File: config.mk
export PLATFORM = sky130hd
export DESIGN_NAME = burst_addr_gen
export DESIGN_NICKNAME = d
export VERILOG_FILES = /design/src/rtl/burst_pkg.sv /design/src/rtl/burst_beat_counter.sv /design/src/rtl/burst_offset_map.sv /design/src/rtl/burst_addr_gen.sv
export SDC_FILE = /design/constraint.sdc
export NUM_CORES = 1
export LEC_CHECK = 0
export CORE_ASPECT_RATIO = 0.75
export CORE_MARGIN = 4
export CORE_UTILIZATION = 44
export DETAILED_ROUTE_END_ITERATION = 10
export PLACE_DENSITY = 0.94
export SKIP_LAST_GASP = 1
export SLEW_MARGIN = 25
export SYNTH_ARGS = -nofsm -noshare
export SYNTH_HDL_FRONTEND = slang
export SYNTH_HIERARCHICAL = 1
export SYNTH_SLANG_ARGS = --single-unit
File: constraint.sdc
create_clock -name clk -period 2.9 [get_ports clk]
set_input_delay 0.58 -clock clk [delete_from_list [all_inputs] [get_ports clk]]
set_output_delay 0.58 -clock clk [all_outputs]
set_load 0.02 [all_outputs]
File: src/rtl/burst_pkg.sv
package burst_pkg;
  typedef enum logic {
    ORDER_LINEAR = 1'b0,
    ORDER_XOR    = 1'b1
  } burst_order_e;
endpackage

File: src/rtl/burst_beat_counter.sv
module burst_beat_counter #(
  parameter int CNT_W = 2
) (
  input  logic             clk,
  input  logic             rst_n,
  input  logic             load,
  input  logic             step,
  output logic [CNT_W-1:0] beat,
  output logic             wrapped
);
  localparam logic [CNT_W-1:0] LAST = {CNT_W{1'b1}};

  always_ff @(posedge clk or negedge rst_n) begin
    if (!rst_n) begin
      beat    <= '0;
      wrapped <= 1'b0;
    end else if (load) begin
      beat    <= '0;
      wrapped <= 1'b0;
    end else begin
      if (step) beat <= beat + 1'b1;
      wrapped <= step && (beat == LAST);
    end
  end

  AST_LOAD_RESTARTS: assert property (@(posedge clk) disable iff (!rst_n)
    load |=> (beat == '0) && !wrapped);
  AST_STEP_ONE: assert property (@(posedge clk) disable iff (!rst_n)
    (!load && step) |=> beat == $past(beat) + 1'b1);
  AST_WAIT_HOLDS: assert property (@(posedge clk) disable iff (!rst_n)
    (!load && !step) |=> $stable(beat));
  AST_WRAP_AT_ZERO: assert property (@(posedge clk) disable iff (!rst_n)
    wrapped |-> beat == '0);
endmodule

File: src/rtl/burst_offset_map.sv
module burst_offset_map
  import burst_pkg::*;
#(
  parameter int CNT_W = 2
) (
  input  burst_order_e     order,
  input  logic [CNT_W-1:0] start,
  input  logic [CNT_W-1:0] beat,
  output logic [CNT_W-1:0] offset
);
  logic [CNT_W-1:0] lin_off;
  logic [CNT_W-1:0] xor_off;

  assign lin_off = start + beat;

  for (genvar b = 0; b < CNT_W; b++) begin : g_xor
    assign xor_off[b] = start[b] ^ beat[b];
  end

  always_comb begin
    offset = (order == ORDER_XOR) ? xor_off : lin_off;
  end

  always_comb begin
    if (beat == '0) begin
      AST_BEAT0_IS_START: assert (offset == start);
    end
  end
endmodule

File: src/rtl/burst_addr_gen.sv
module burst_addr_gen
  import burst_pkg::*;
#(
  parameter int ADDR_W = 20,
  parameter int CNT_W  = 2
) (
  input  logic              clk,
  input  logic              rst_n,
  input  logic              mode_ilv,
  input  logic              strobe_cpu,
  input  logic              strobe_ctl,
  input  logic              adv,
  input  logic [ADDR_W-1:0] base_addr,
  output logic [ADDR_W-1:0] cur_addr,
  output logic              wrap
);
  localparam int HI_W = ADDR_W - CNT_W;

  logic              load;
  logic [ADDR_W-1:0] base_q;
  logic [CNT_W-1:0]  beat;
  logic [CNT_W-1:0]  offset;
  burst_order_e      order;

  assign load  = strobe_cpu | strobe_ctl;
  assign order = burst_order_e'(mode_ilv);

  always_ff @(posedge clk or negedge rst_n) begin
    if (!rst_n)    base_q <= '0;
    else if (load) base_q <= base_addr;
  end

  burst_beat_counter #(.CNT_W(CNT_W)) cnt_i (
    .clk(clk), .rst_n(rst_n), .load(load), .step(adv),
    .beat(beat), .wrapped(wrap)
  );

  burst_offset_map #(.CNT_W(CNT_W)) map_i (
    .order(order), .start(base_q[CNT_W-1:0]), .beat(beat), .offset(offset)
  );

  assign cur_addr = {base_q[ADDR_W-1:CNT_W], offset};

  AST_LOAD_ADDR: assert property (@(posedge clk) disable iff (!rst_n)
    load |=> cur_addr == $past(base_addr));
  AST_UPPER_FIXED: assert property (@(posedge clk) disable iff (!rst_n)
    !load |=> cur_addr[ADDR_W-1:CNT_W] == $past(cur_addr[ADDR_W-1:CNT_W]));
  AST_WAIT_ADDR: assert property (@(posedge clk) disable iff (!rst_n)
    (!load && !adv && $stable(mode_ilv)) |=> $stable(cur_addr));
  AST_WRAP_HOME: assert property (@(posedge clk) disable iff (!rst_n)
    wrap |-> cur_addr == base_q);

  initial begin
    assert (HI_W >= 0);
  end
endmodule

After elaboration in Yosys (flattened, before gate mapping)
Cells that the tools add are included.

Register bits: 23. Input port bits: 26.

Multiplexer cells: 4. Reductions and logical operators: 2. Bitwise operators: 3. Add/subtract/negate cells: 2. Equality and inequality tests: 1.

Operator list (count): $mux 2 (3); $add 2x1->2 const B (1); $add 2x2->2 (1); $eq 2x2->1 const B (1); $reduce_bool 2->1 (1); $xor 1x1->1 (2); $logic_and 1x1->1 (1); $mux 1 (1); $or 1x1->1 (1).

Depth between registers and ports, before layout
Gate-level depths: netlist of the first run.

Word-level depth: 3. Mapped depth: 4. Depth with buffers taken out: 3.

Modules after synthesis
The synthesis of the first run kept the hierarchy.

Modules (own cells, without submodules): burst_addr_gen (seq. area each 500.5 um^2, cells each 62, times used 1, area each 893.4 um^2); burst_beat_counter (seq. area each 75.1 um^2, cells each 10, times used 1, area each 121.4 um^2); burst_offset_map (seq. area each 0.0 um^2, cells each 4, times used 1, area each 36.3 um^2).

Worst setup path after synthesis of the first run
OpenSTA, ideal clock, no wires.

Path type: reg2out. From: register cnt_i.beat[0]. To: output port cur_addr[1]. Path buffers: 0. Arrival: 1.078 ns. Stages on the path, launching flop included: 4. Slack: 1.242 ns. Path through: dfrtp_1 ha_1 nor2b_1 xnor2_1.

Word-level cells in the longest chain between the ends: 2.

Ends and longest elaborated chain: start: declaration (RTL line burst_beat_counter.sv:8) `output logic [CNT_W-1:0] beat,`; start signal: assignment (RTL line burst_beat_counter.sv:21) `if (step) beat <= beat + 1'b1;`; $add 2x2->2 (RTL line burst_offset_map.sv:14) `assign lin_off = start + beat;`; $mux 2 (RTL line burst_offset_map.sv:21) `offset = (order == ORDER_XOR) ? xor_off : lin_off;`; end: declaration (RTL line burst_addr_gen.sv:14) `output logic [ADDR_W-1:0] cur_addr,`.

No other way between the ends.

Worst setup path after layout of the first run
From: input port mode_ilv. To: output port cur_addr[1].

Word-level cells in the longest chain between the ends: 1.

Ends and longest elaborated chain: start: declaration (RTL line burst_addr_gen.sv:9) `input logic mode_ilv,`; $mux 2 (RTL line burst_offset_map.sv:21).

No other way between the ends.

==> results of run 1 <==
[power groups by stage]
stage	clock network [mW]	logic (mW)	registers [mW]
after floorplan	0	0.105	0.360
after global placement	0	0.163	0.362
after CTS	0.154	0.167	0.358
after detailed placement	0	0.166	0.365
final	0.146	0.163	0.358
after global routing	0.165	0.173	0.362
[metal layers]
metal  GRT usage  part of all wire  vias up
met5           0                 0        -
met4      0.0421             0.011        0
met3      0.0604             0.090        2
met2       0.233              0.53       28
met1       0.129              0.37      299
li1            -                 -      295
[cell type report]
type / count / area [µm²]
fill: 194 / 863
sequential: 23 / 576
timing repair buffer: 47 / 463
multi-input combinational: 32 / 314
tap: 34 / 42.5
clock buffer: 3 / 22.5
clock inverter: 1 / 5.00
inverter: 1 / 3.75
[synthesized netlist by cell type (all sizes together)]
| master | n |
|---|---|
| buf | 20 |
| dfrtp | 23 |
| ha | 2 |
| inv | 1 |
| mux2 | 20 |
| mux2i | 1 |
| nand2 | 1 |
| nor2 | 4 |
| nor2b | 1 |
| xnor2 | 3 |
[cells by family after synthesis]
family	synth area share
DFF	0.548
and+or+nand+nor	0.0262
xor gates and xnor gates	0.0250
adders and majority gates	0.0238
buffers and inverters	0.154
muxes	0.224
[flip-flops by register name, indices dropped and copies added (netlist names)]
| signal | cells |
|---|---|
| base_q | 20 |
| cnt_i/beat | 2 |
| cnt_i/wrapped | 1 |
[path summary, 6_finish.rpt]
path	startpoint	end	slack, ns	depth (start not counted)
max	mode_ilv	cur_addr[1]	0.47	4
min	rst_n	base_q[11]	0.21	1
max reg2reg	cnt_i/beat[0]	cnt_i/beat[1]	1.87	3
min reg2reg	base_q[4]	base_q[4]	0.52	1
max in group asynchronous	rst_n	base_q[10]	2.35	1
min in group clk	base_q[4]	base_q[4]	0.52	1
[metrics by stage]
| stage | hold WS (ns) | total power [mW] | utilization | instances | setup WS, ns |
|---|---|---|---|---|---|
| floorplan | 0.284 | 0.465 | - | 76 | 1.24 |
| global placement | 0.473 | 0.525 | 0.613 | 137 | 0.465 |
| detailed placement | 0.495 | 0.531 | 0.613 | 137 | 0.467 |
| CTS | 0.524 | 0.679 | 0.625 | 141 | 0.460 |
| global route | 0.233 | 0.701 | 0.623 | 141 | 0.410 |
| finish | 0.212 | 0.667 | 0.623 | 141 | 0.468 |
[worst register-to-register path, cell delays in order (launching register included)]
cell and delay, ns:
dfrtp_1 0.44, ha_1 0.31, mux2i_1 0.14, nor2_1 0.06
[cell usage in the layout (no fill, tap or decap)]
master and count:
clkdlybuf4s50_1 45, dfrtp_1 23, mux2_2 19, clkbuf_4 3, nor2_1 3, xnor2_1 3
ha_1 2, nor2_2 1, inv_1 1, mux2_1 1, clkinv_2 1, nand2_1 1
mux2i_1 1, buf_2 1, nor2b_1 1, buf_4 1
==> impl_metrics.env, run 1 <==
export IMPL_hold_class="input pin to async pin"
export IMPL_hold_viol_final=0
export IMPL_synth_seq_cells=23
export IMPL_yosysTopAreaCell="dfrtp_1"
export IMPL_ant_nets=0
export IMPL_clock_sinks=23
export IMPL_status="finished clean"
export IMPL_antenna_found_initial=0
export IMPL_nets=136
export IMPL_htreeDepth=1
export IMPL_finalClockSkew_ns=0.000301
export IMPL_io_buffer_count=46
export IMPL_gp_congestion=0.642
export IMPL_cts_hold_buf=0
export IMPL_clock_path_buffers=2
export IMPL_clockRootBuffer="clkbuf_4"
export IMPL_critical_path_top_delay_family="buffers and inverters"
export IMPL_endpoint_kind="primary output"
export IMPL_wl_um=1890
export IMPL_finalSetupViolCount=0
export IMPL_swShare=0.261
export IMPL_yosys_top_cells_area="dfrtp_1 55%, mux2_2 20%, buf_4 13%"
export IMPL_drt_initial_drc_count=17
export IMPL_tightest_slew_ns=0.498
export IMPL_syn_inst=76
export IMPL_synth_avg_cell_area_um2=13.8
export IMPL_crit_type="input pin to primary output"
export IMPL_cts_tree="done"
export IMPL_fmax_ghz=0.411
export IMPL_setup_tns_ns=0
export IMPL_post_route_period_util=0.839
export IMPL_cp_max_fo=1
export IMPL_post_cts_resized=0
export IMPL_ioPinCount=47
export IMPL_cpMaxStageDelayCell="clkdlybuf4s50_1"
export IMPL_finalCriticalPeriod_ns=2.43
export IMPL_comb_power_share=0.244
export IMPL_arrival_ns=1.85
export IMPL_drive_above_1_share=0.243
export IMPL_cp_required_ns=2.32
export IMPL_clk_latency_ns=0.31
export IMPL_slowest_delay_ns=0.61
export IMPL_ys_seq_area_frac=0.548
export IMPL_die_h_um=50.3
export IMPL_yosysWarnings=6
export IMPL_post_cts_setup_buffer_count=0
export IMPL_grt_pass1_wl_um=3120
export IMPL_vias=624
export IMPL_finalMaxSlewViolations=0
export IMPL_synth_area_mm2=0.00105
export IMPL_clkPwrFrac=0.219
export IMPL_die_x_um=64.4
export IMPL_clk_pin_slew_ns=0.13
export IMPL_synth_top_cell_area_share=0.548
export IMPL_drt_pass1_iterations=2
export IMPL_critPathBufInv=2
export IMPL_post_drt_wl_per_cell_um=13.4
export IMPL_power_density_mw_per_mm2=468
export IMPL_cp_cell_sequence="clkdlybuf4s50_1 > nor2b_1 > xnor2_1 > clkdlybuf4s50_1"
export IMPL_diodes=0
export IMPL_power_switching_uw=174
export IMPL_timing_slew_headroom=0.668
export IMPL_grt_max_degree=24
export IMPL_dpl_cell_area_mm2=0.00140
export IMPL_overflow=0
export IMPL_route_detailed_drc=0
export IMPL_design_area_mm2=0.00143
export IMPL_hpwl_um=1500
export IMPL_grtUsageTotal=0.128
export IMPL_synth_nets=104
export IMPL_start_util=0.459
export IMPL_start_kind="input pin"
export IMPL_vdd_ir_drop_max_mv=0.278
export IMPL_grt_pass1_vias=674
export IMPL_yosysUniqueCellTypes=13
export IMPL_cp_common_cell="clkdlybuf4s50_1"
export IMPL_area_growth_synth_to_final_pct=35.7
export IMPL_seq_power_share=0.536
export IMPL_leakage_nw=0.592
export IMPL_vias_per_cell=4.43
export IMPL_rsz0062_at_grt="no"
export IMPL_core_mm2=0.00229
export IMPL_row_count=15
export IMPL_intPower_uw=493
export IMPL_cts_made_buffers=3
export IMPL_die_area_mm2=0.00324
export IMPL_maxCapViolations=0
No activity file was read; power rests on OpenSTA's default activity.
==> run 2: changes to the inputs <==
--- a/config.mk
+++ b/config.mk
@@ -7,9 +7,9 @@
 export LEC_CHECK = 0
 export CORE_ASPECT_RATIO = 0.75
 export CORE_MARGIN = 4
-export CORE_UTILIZATION = 44
+export CORE_UTILIZATION = 37
 export DETAILED_ROUTE_END_ITERATION = 10
-export PLACE_DENSITY = 0.94
+export PLACE_DENSITY = 0.85
 export SKIP_LAST_GASP = 1
 export SLEW_MARGIN = 25
 export SYNTH_ARGS = -nofsm -noshare
==> constraint.sdc (replaced) <==
create_clock -name clk -period 2.1 [get_ports clk]
set_input_delay 0.42 -clock clk [delete_from_list [all_inputs] [get_ports clk]]
set_output_delay 0.42 -clock clk [all_outputs]
set_load 0.02 [all_outputs]
==> run 2 against run 1 <==
Against the previous run:
- count of clock-buffer cells in the layout unchanged
- global-route usage fell by 1.6 points
- critical path type is now register to primary output
- sequential share of layout area is 0.90 points lower
- setup slack worse by 0.33 ns
- first-iteration DRC count down 65%
- sequential cell count did not move
- core utilization down 7.5 points
==> impl_metrics.env, run 2 (synthesis results as in run 1) <==
export IMPL_status="finished clean"
export IMPL_grtUsageTotal=0.113
export IMPL_fin_ws_ns=0.136
export IMPL_area_growth_synth_to_final_pct=38.8
export IMPL_timing_slew_headroom=0.806
export IMPL_wl_um=1870
export IMPL_rsz0062_at_grt="no"
export IMPL_post_cts_setup_buffer_count=0
export IMPL_cts_tree="done"
export IMPL_finalPower_uw=979
export IMPL_cts_made_buffers=3
export IMPL_ioPinCount=47
export IMPL_drt_pass1_iterations=3
export IMPL_leakage_nw=0.606
export IMPL_final_cell_mix="45 x clkdlybuf4s50_1, 23 x dfrtp_1, 19 x mux2_2"
export IMPL_grt_pass1_vias=735
export IMPL_grt_pass1_wl_um=3260
export IMPL_diodes=0
export IMPL_row_count=16
export IMPL_cp_max_fo=3
export IMPL_finalCriticalPeriod_ns=1.96
export IMPL_start_util=0.395
export IMPL_clockRootBuffer="clkbuf_8"
export IMPL_htreeDepth=1
export IMPL_start_kind="register"
export IMPL_crit_type="register to primary output"
export IMPL_worstRegToRegCells=3
export IMPL_r2r_start="cnt_i/beat[0]"
export IMPL_die_area_mm2=0.00377
export IMPL_antenna_found_initial=0
export IMPL_nets=137
export IMPL_die_h_um=54.2
export IMPL_drt_initial_drc_count=6
export IMPL_regMostFlops="base_q"
export IMPL_drive_above_1_share=0.241
export IMPL_reg_top3="base_q: 20 flops, cnt_i/beat: 2 flops, cnt_i/wrapped: 1 flops"
export IMPL_utilization=0.548
export IMPL_pre_cts_ws_ns=-0.0341
export IMPL_regToRegSetupSlack_ns=1.06
export IMPL_endpoint_kind="primary output"
export IMPL_route_detailed_drc=0
export IMPL_design_area_mm2=0.00146
export IMPL_clock_sinks=23
export IMPL_arrival_ns=1.54
export IMPL_post_drt_wl_per_cell_um=13.0
export IMPL_tightest_slew_ns=0.291
export IMPL_layout_commonest_cell="clkdlybuf4s50_1"
export IMPL_vias_per_cell=4.35
export IMPL_core_mm2=0.00266
export IMPL_clk_pin_slew_ns=0.07
export IMPL_gp_congestion=0.616
export IMPL_hpwl_um=1510
export IMPL_power_density_mw_per_mm2=671
export IMPL_setup_tns_ns=0
export IMPL_grt_max_degree=24
export IMPL_clock_path_buffers=2
export IMPL_post_route_period_util=0.935
export IMPL_hold_class="input pin to async pin"
export IMPL_rr_endpoint="cnt_i/beat[1]"
export IMPL_largest_register_ffs=20
export IMPL_cp_required_ns=1.68
export IMPL_die_x_um=69.5
export IMPL_ant_nets=0
export IMPL_finalClockSkew_ns=0.000257
export IMPL_finalMaxSlewViolations=0
export IMPL_finalSetupViolCount=0
export IMPL_vdd_ir_drop_max_mv=0.458
export IMPL_overflow=0
export IMPL_vias=626
export IMPL_fmax_ghz=0.509
export IMPL_io_buffer_count=46
export IMPL_clk_latency_ns=0.25
export IMPL_hold_viol_final=0
export IMPL_maxCapViolations=0
export IMPL_dpl_cell_area_mm2=0.00141
run 2: cell types whose count changed in the layout (fill, tap and decap cells not counted), sizes merged:
cell / change
dlygate4sd2: +1
run 2: worst max-delay path, cell delays in order, from the launching register on:
cell	delay, ns
dfrtp_1	0.41
ha_1	0.29
clkdlybuf4s50_1	0.59
run 2: layout make-up:
class	instances	area, µm²
multi-input cells	32	314
clock buffers	3	41.3
fillers	240	1200
inverters	1	3.75
well taps	36	45.0
repair buffers	48	474
clock inverters	1	5.00
flip-flops and latches	23	576
run 2: what timing repair did:
| action | in CTS | in global routing |
|---|---|---|
| endpoints found under the setup margin | 1 | 0 |
| gates resized for setup | 1 | 0 |
| hold buffers | 0 | 0 |
run 2: where the power goes:
group	internal (mW)	switching, mW	total (mW)
clock	0.132	0.127	0.259
combinational	0.133	0.0938	0.227
sequential	0.476	0.0173	0.494
run 2: stage by stage:
step / hold WS, ns / cells
after floorplan: 0.124 / 76
final: 0.510 / 144
after CTS: 0.507 / 144
after global placement: 0.477 / 140
after global routing: 0.530 / 144
after detailed placement: 0.495 / 140
run 2: worst max-delay path by stage:
stage / start / endpoint / slack [ns] / cells after the start
final: cnt_i/beat[0] / cur_addr[0] / 0.14 / 2
after floorplan: cnt_i/beat[0] / cur_addr[1] / 0.60 / 3
after CTS: cnt_i/beat[0] / cur_addr[0] / 0.12 / 2
after global placement: mode_ilv / cur_addr[1] / -0.01 / 4
after global routing: cnt_i/beat[0] / cur_addr[0] / 0.08 / 2
after detailed placement: mode_ilv / cur_addr[1] / -0.03 / 4
run 2: routing by layer:
| metal | GRT usage | wire length [µm] | up-vias |
|---|---|---|---|
| met5 | 0 | 0 | - |
| met4 | 0.00974 | 0 | 0 |
| met3 | 0.0616 | 193 | 0 |
| met2 | 0.218 | 989 | 29 |
| met1 | 0.113 | 687 | 301 |
| li1 | - | - | 296 |
==> run 3: changes to the inputs <==
--- a/config.mk
+++ b/config.mk
@@ -6,9 +6,9 @@
 export NUM_CORES = 1
 export LEC_CHECK = 0
 export CORE_ASPECT_RATIO = 0.75
-export CORE_MARGIN = 4
 export CORE_UTILIZATION = 37
 export DETAILED_ROUTE_END_ITERATION = 10
+export GPL_TIMING_DRIVEN = 0
 export PLACE_DENSITY = 0.85
 export SKIP_LAST_GASP = 1
 export SLEW_MARGIN = 25
==> run 3 against run 2 <==
Against the previous run:
- first-iteration DRC count grew to 3.5 times the previous value
- final area is 9.4% higher
- power is 5.1% higher
- core utilization is 5.6 points higher
- sequential power hardly changed
- routed wire length is 6.4% higher
- sequential cell count stayed put
- critical path depth stayed put
- cell count is 13% higher
- count of clock-buffer cells in the layout stayed put
- largest power group unchanged
==> impl_metrics.env, run 3 (synthesis results as in run 1) <==
export IMPL_status="finished clean"
export IMPL_start_util=0.398
export IMPL_finalSetupViolCount=0
export IMPL_clock_sinks=23
export IMPL_ioPinCount=47
export IMPL_nets=155
export IMPL_power_density_mw_per_mm2=645
export IMPL_area_growth_synth_to_final_pct=51.9
export IMPL_antenna_found_initial=0
export IMPL_core_mm2=0.00264
export IMPL_maxCapViolations=0
export IMPL_r2r_start="cnt_i/beat[0]"
export IMPL_start_kind="register"
export IMPL_die_h_um=48.2
export IMPL_arrival_ns=1.58
export IMPL_cpMaxStageDelayCell="clkdlybuf4s50_1"
export IMPL_post_route_period_util=0.954
export IMPL_die_x_um=63.5
export IMPL_vias_per_cell=4.23
export IMPL_diodes=0
export IMPL_clockRootBuffer="clkbuf_8"
export IMPL_crit_type="register to primary output"
export IMPL_grt_max_degree=24
export IMPL_hold_viol_final=0
export IMPL_grtUsageTotal=0.135
export IMPL_post_drt_wl_per_cell_um=12.3
export IMPL_drive_above_1_share=0.357
export IMPL_vias=686
export IMPL_leakage_nw=0.695
export IMPL_regMostFlops="base_q"
export IMPL_hold_class="input pin to async pin"
export IMPL_io_buffer_count=46
export IMPL_route_detailed_drc=0
export IMPL_slowest_delay_ns=0.59
export IMPL_layout_commonest_cell="clkdlybuf4s50_1"
export IMPL_reg_top3="base_q: 20 flops, cnt_i/beat: 2 flops, cnt_i/wrapped: 1 flops"
export IMPL_finalCriticalPeriod_ns=2.00
export IMPL_multi_input_area_um2=314
export IMPL_cp_max_fo=3
export IMPL_worstRegToRegCells=3
export IMPL_wl_um=1990
export IMPL_finalClockSkew_ns=0.000230
export IMPL_critPathBufInv=1
export IMPL_cp_cell_sequence="ha_1 > clkdlybuf4s50_1"
export IMPL_utilization=0.604
export IMPL_rr_endpoint="cnt_i/beat[1]"
export IMPL_final_cell_mix="44 x clkdlybuf4s50_1, 23 x dfrtp_1, 19 x mux2_2"
export IMPL_seq_area_um2=576
export IMPL_overflow=0
export IMPL_htreeDepth=1
export IMPL_nFillCells=232
export IMPL_clk_latency_ns=0.26
export IMPL_tightest_slew_ns=0.522
export IMPL_post_cts_setup_buffer_count=0
export IMPL_timing_slew_headroom=0.652
export IMPL_hpwl_um=1570
export IMPL_row_count=16
export IMPL_endpoint_kind="primary output"
export IMPL_finalMaxSlewViolations=0
export IMPL_cts_hold_buf=0
export IMPL_cp_required_ns=1.68
export IMPL_regToRegSetupSlack_ns=1.09
export IMPL_cts_made_buffers=3
export IMPL_grt_pass1_vias=657
export IMPL_drt_pass1_iterations=2
export IMPL_die_area_mm2=0.00306
export IMPL_clock_path_buffers=2
export IMPL_gp_congestion=0.670
export IMPL_fmax_ghz=0.499
export IMPL_grt_pass1_wl_um=3030
export IMPL_critical_path_top_delay_family="buffers and inverters"
export IMPL_clk_pin_slew_ns=0.08
export IMPL_vdd_ir_drop_max_mv=0.311
export IMPL_ant_nets=0
export IMPL_finalPower_mw=1.03
export IMPL_largest_register_ffs=20
export IMPL_cts_tree="done"
export IMPL_rsz0062_at_grt="no"
export IMPL_drt_initial_drc_count=21
## run 3: where the power goes
part | switching [mW] | internal, mW
registers | 0.0180 | 0.476
clock network | 0.134 | 0.132
logic | 0.101 | 0.168
total | 0.253 | 0.776
## run 3: through the flow
stage                     area [µm²]  TNS, ns  worst slack (ns)  hold WS (ns)  instances
final                           1600        0            0.0968         0.125        162
after global routing            1600        0            0.0410         0.145        162
after CTS                       1600        0            0.0735         0.515        162
after detailed placement        1560  -0.0144           -0.0144         0.495        158
after global placement          1560  -0.0228           -0.0228         0.476        158
after floorplan                 1050        0             0.602         0.124         76
## run 3: cell type report
type | count | share of cell area
Timing Repair Buffer | 46 | 0.284
Multi-Input combinational cell | 32 | 0.197
Buffer | 20 | 0.0987
Inverter | 1 | 0.00235
Clock buffer | 3 | 0.0259
Sequential cell | 23 | 0.361
Tap cell | 36 | 0.0282
Clock inverter | 1 | 0.00313
## run 3: how the worst max path moves through the flow
stage | from | end | cells past startpoint
after floorplan | cnt_i/beat[0] | cur_addr[1] | 3
after global placement | mode_ilv | cur_addr[1] | 4
after detailed placement | mode_ilv | cur_addr[1] | 4
after CTS | cnt_i/beat[0] | cur_addr[0] | 2
after global routing | cnt_i/beat[0] | cur_addr[0] | 2
final | cnt_i/beat[0] | cur_addr[0] | 2
## run 3: timing repair
action | CTS | global route
endpoints found under the hold margin | 0 | 0
setup endpoints to repair | 1 | 0
resized for setup | 1 | 0
## run 3: layer usage
layer | track usage | vias up | part of all wire
met4 | 0.0409 | 0 | 0.0060
met5 | 0 | - | 0
met2 | 0.253 | 29 | 0.51
li1 | - | 333 | -
met1 | 0.158 | 322 | 0.42
met3 | 0.0397 | 2 | 0.070
## run 3: worst register-to-register path: stages, from the launching register on
cell and delay, ns:
dfrtp_1 0.43, ha_1 0.30, mux2i_1 0.13, nor2_1 0.05
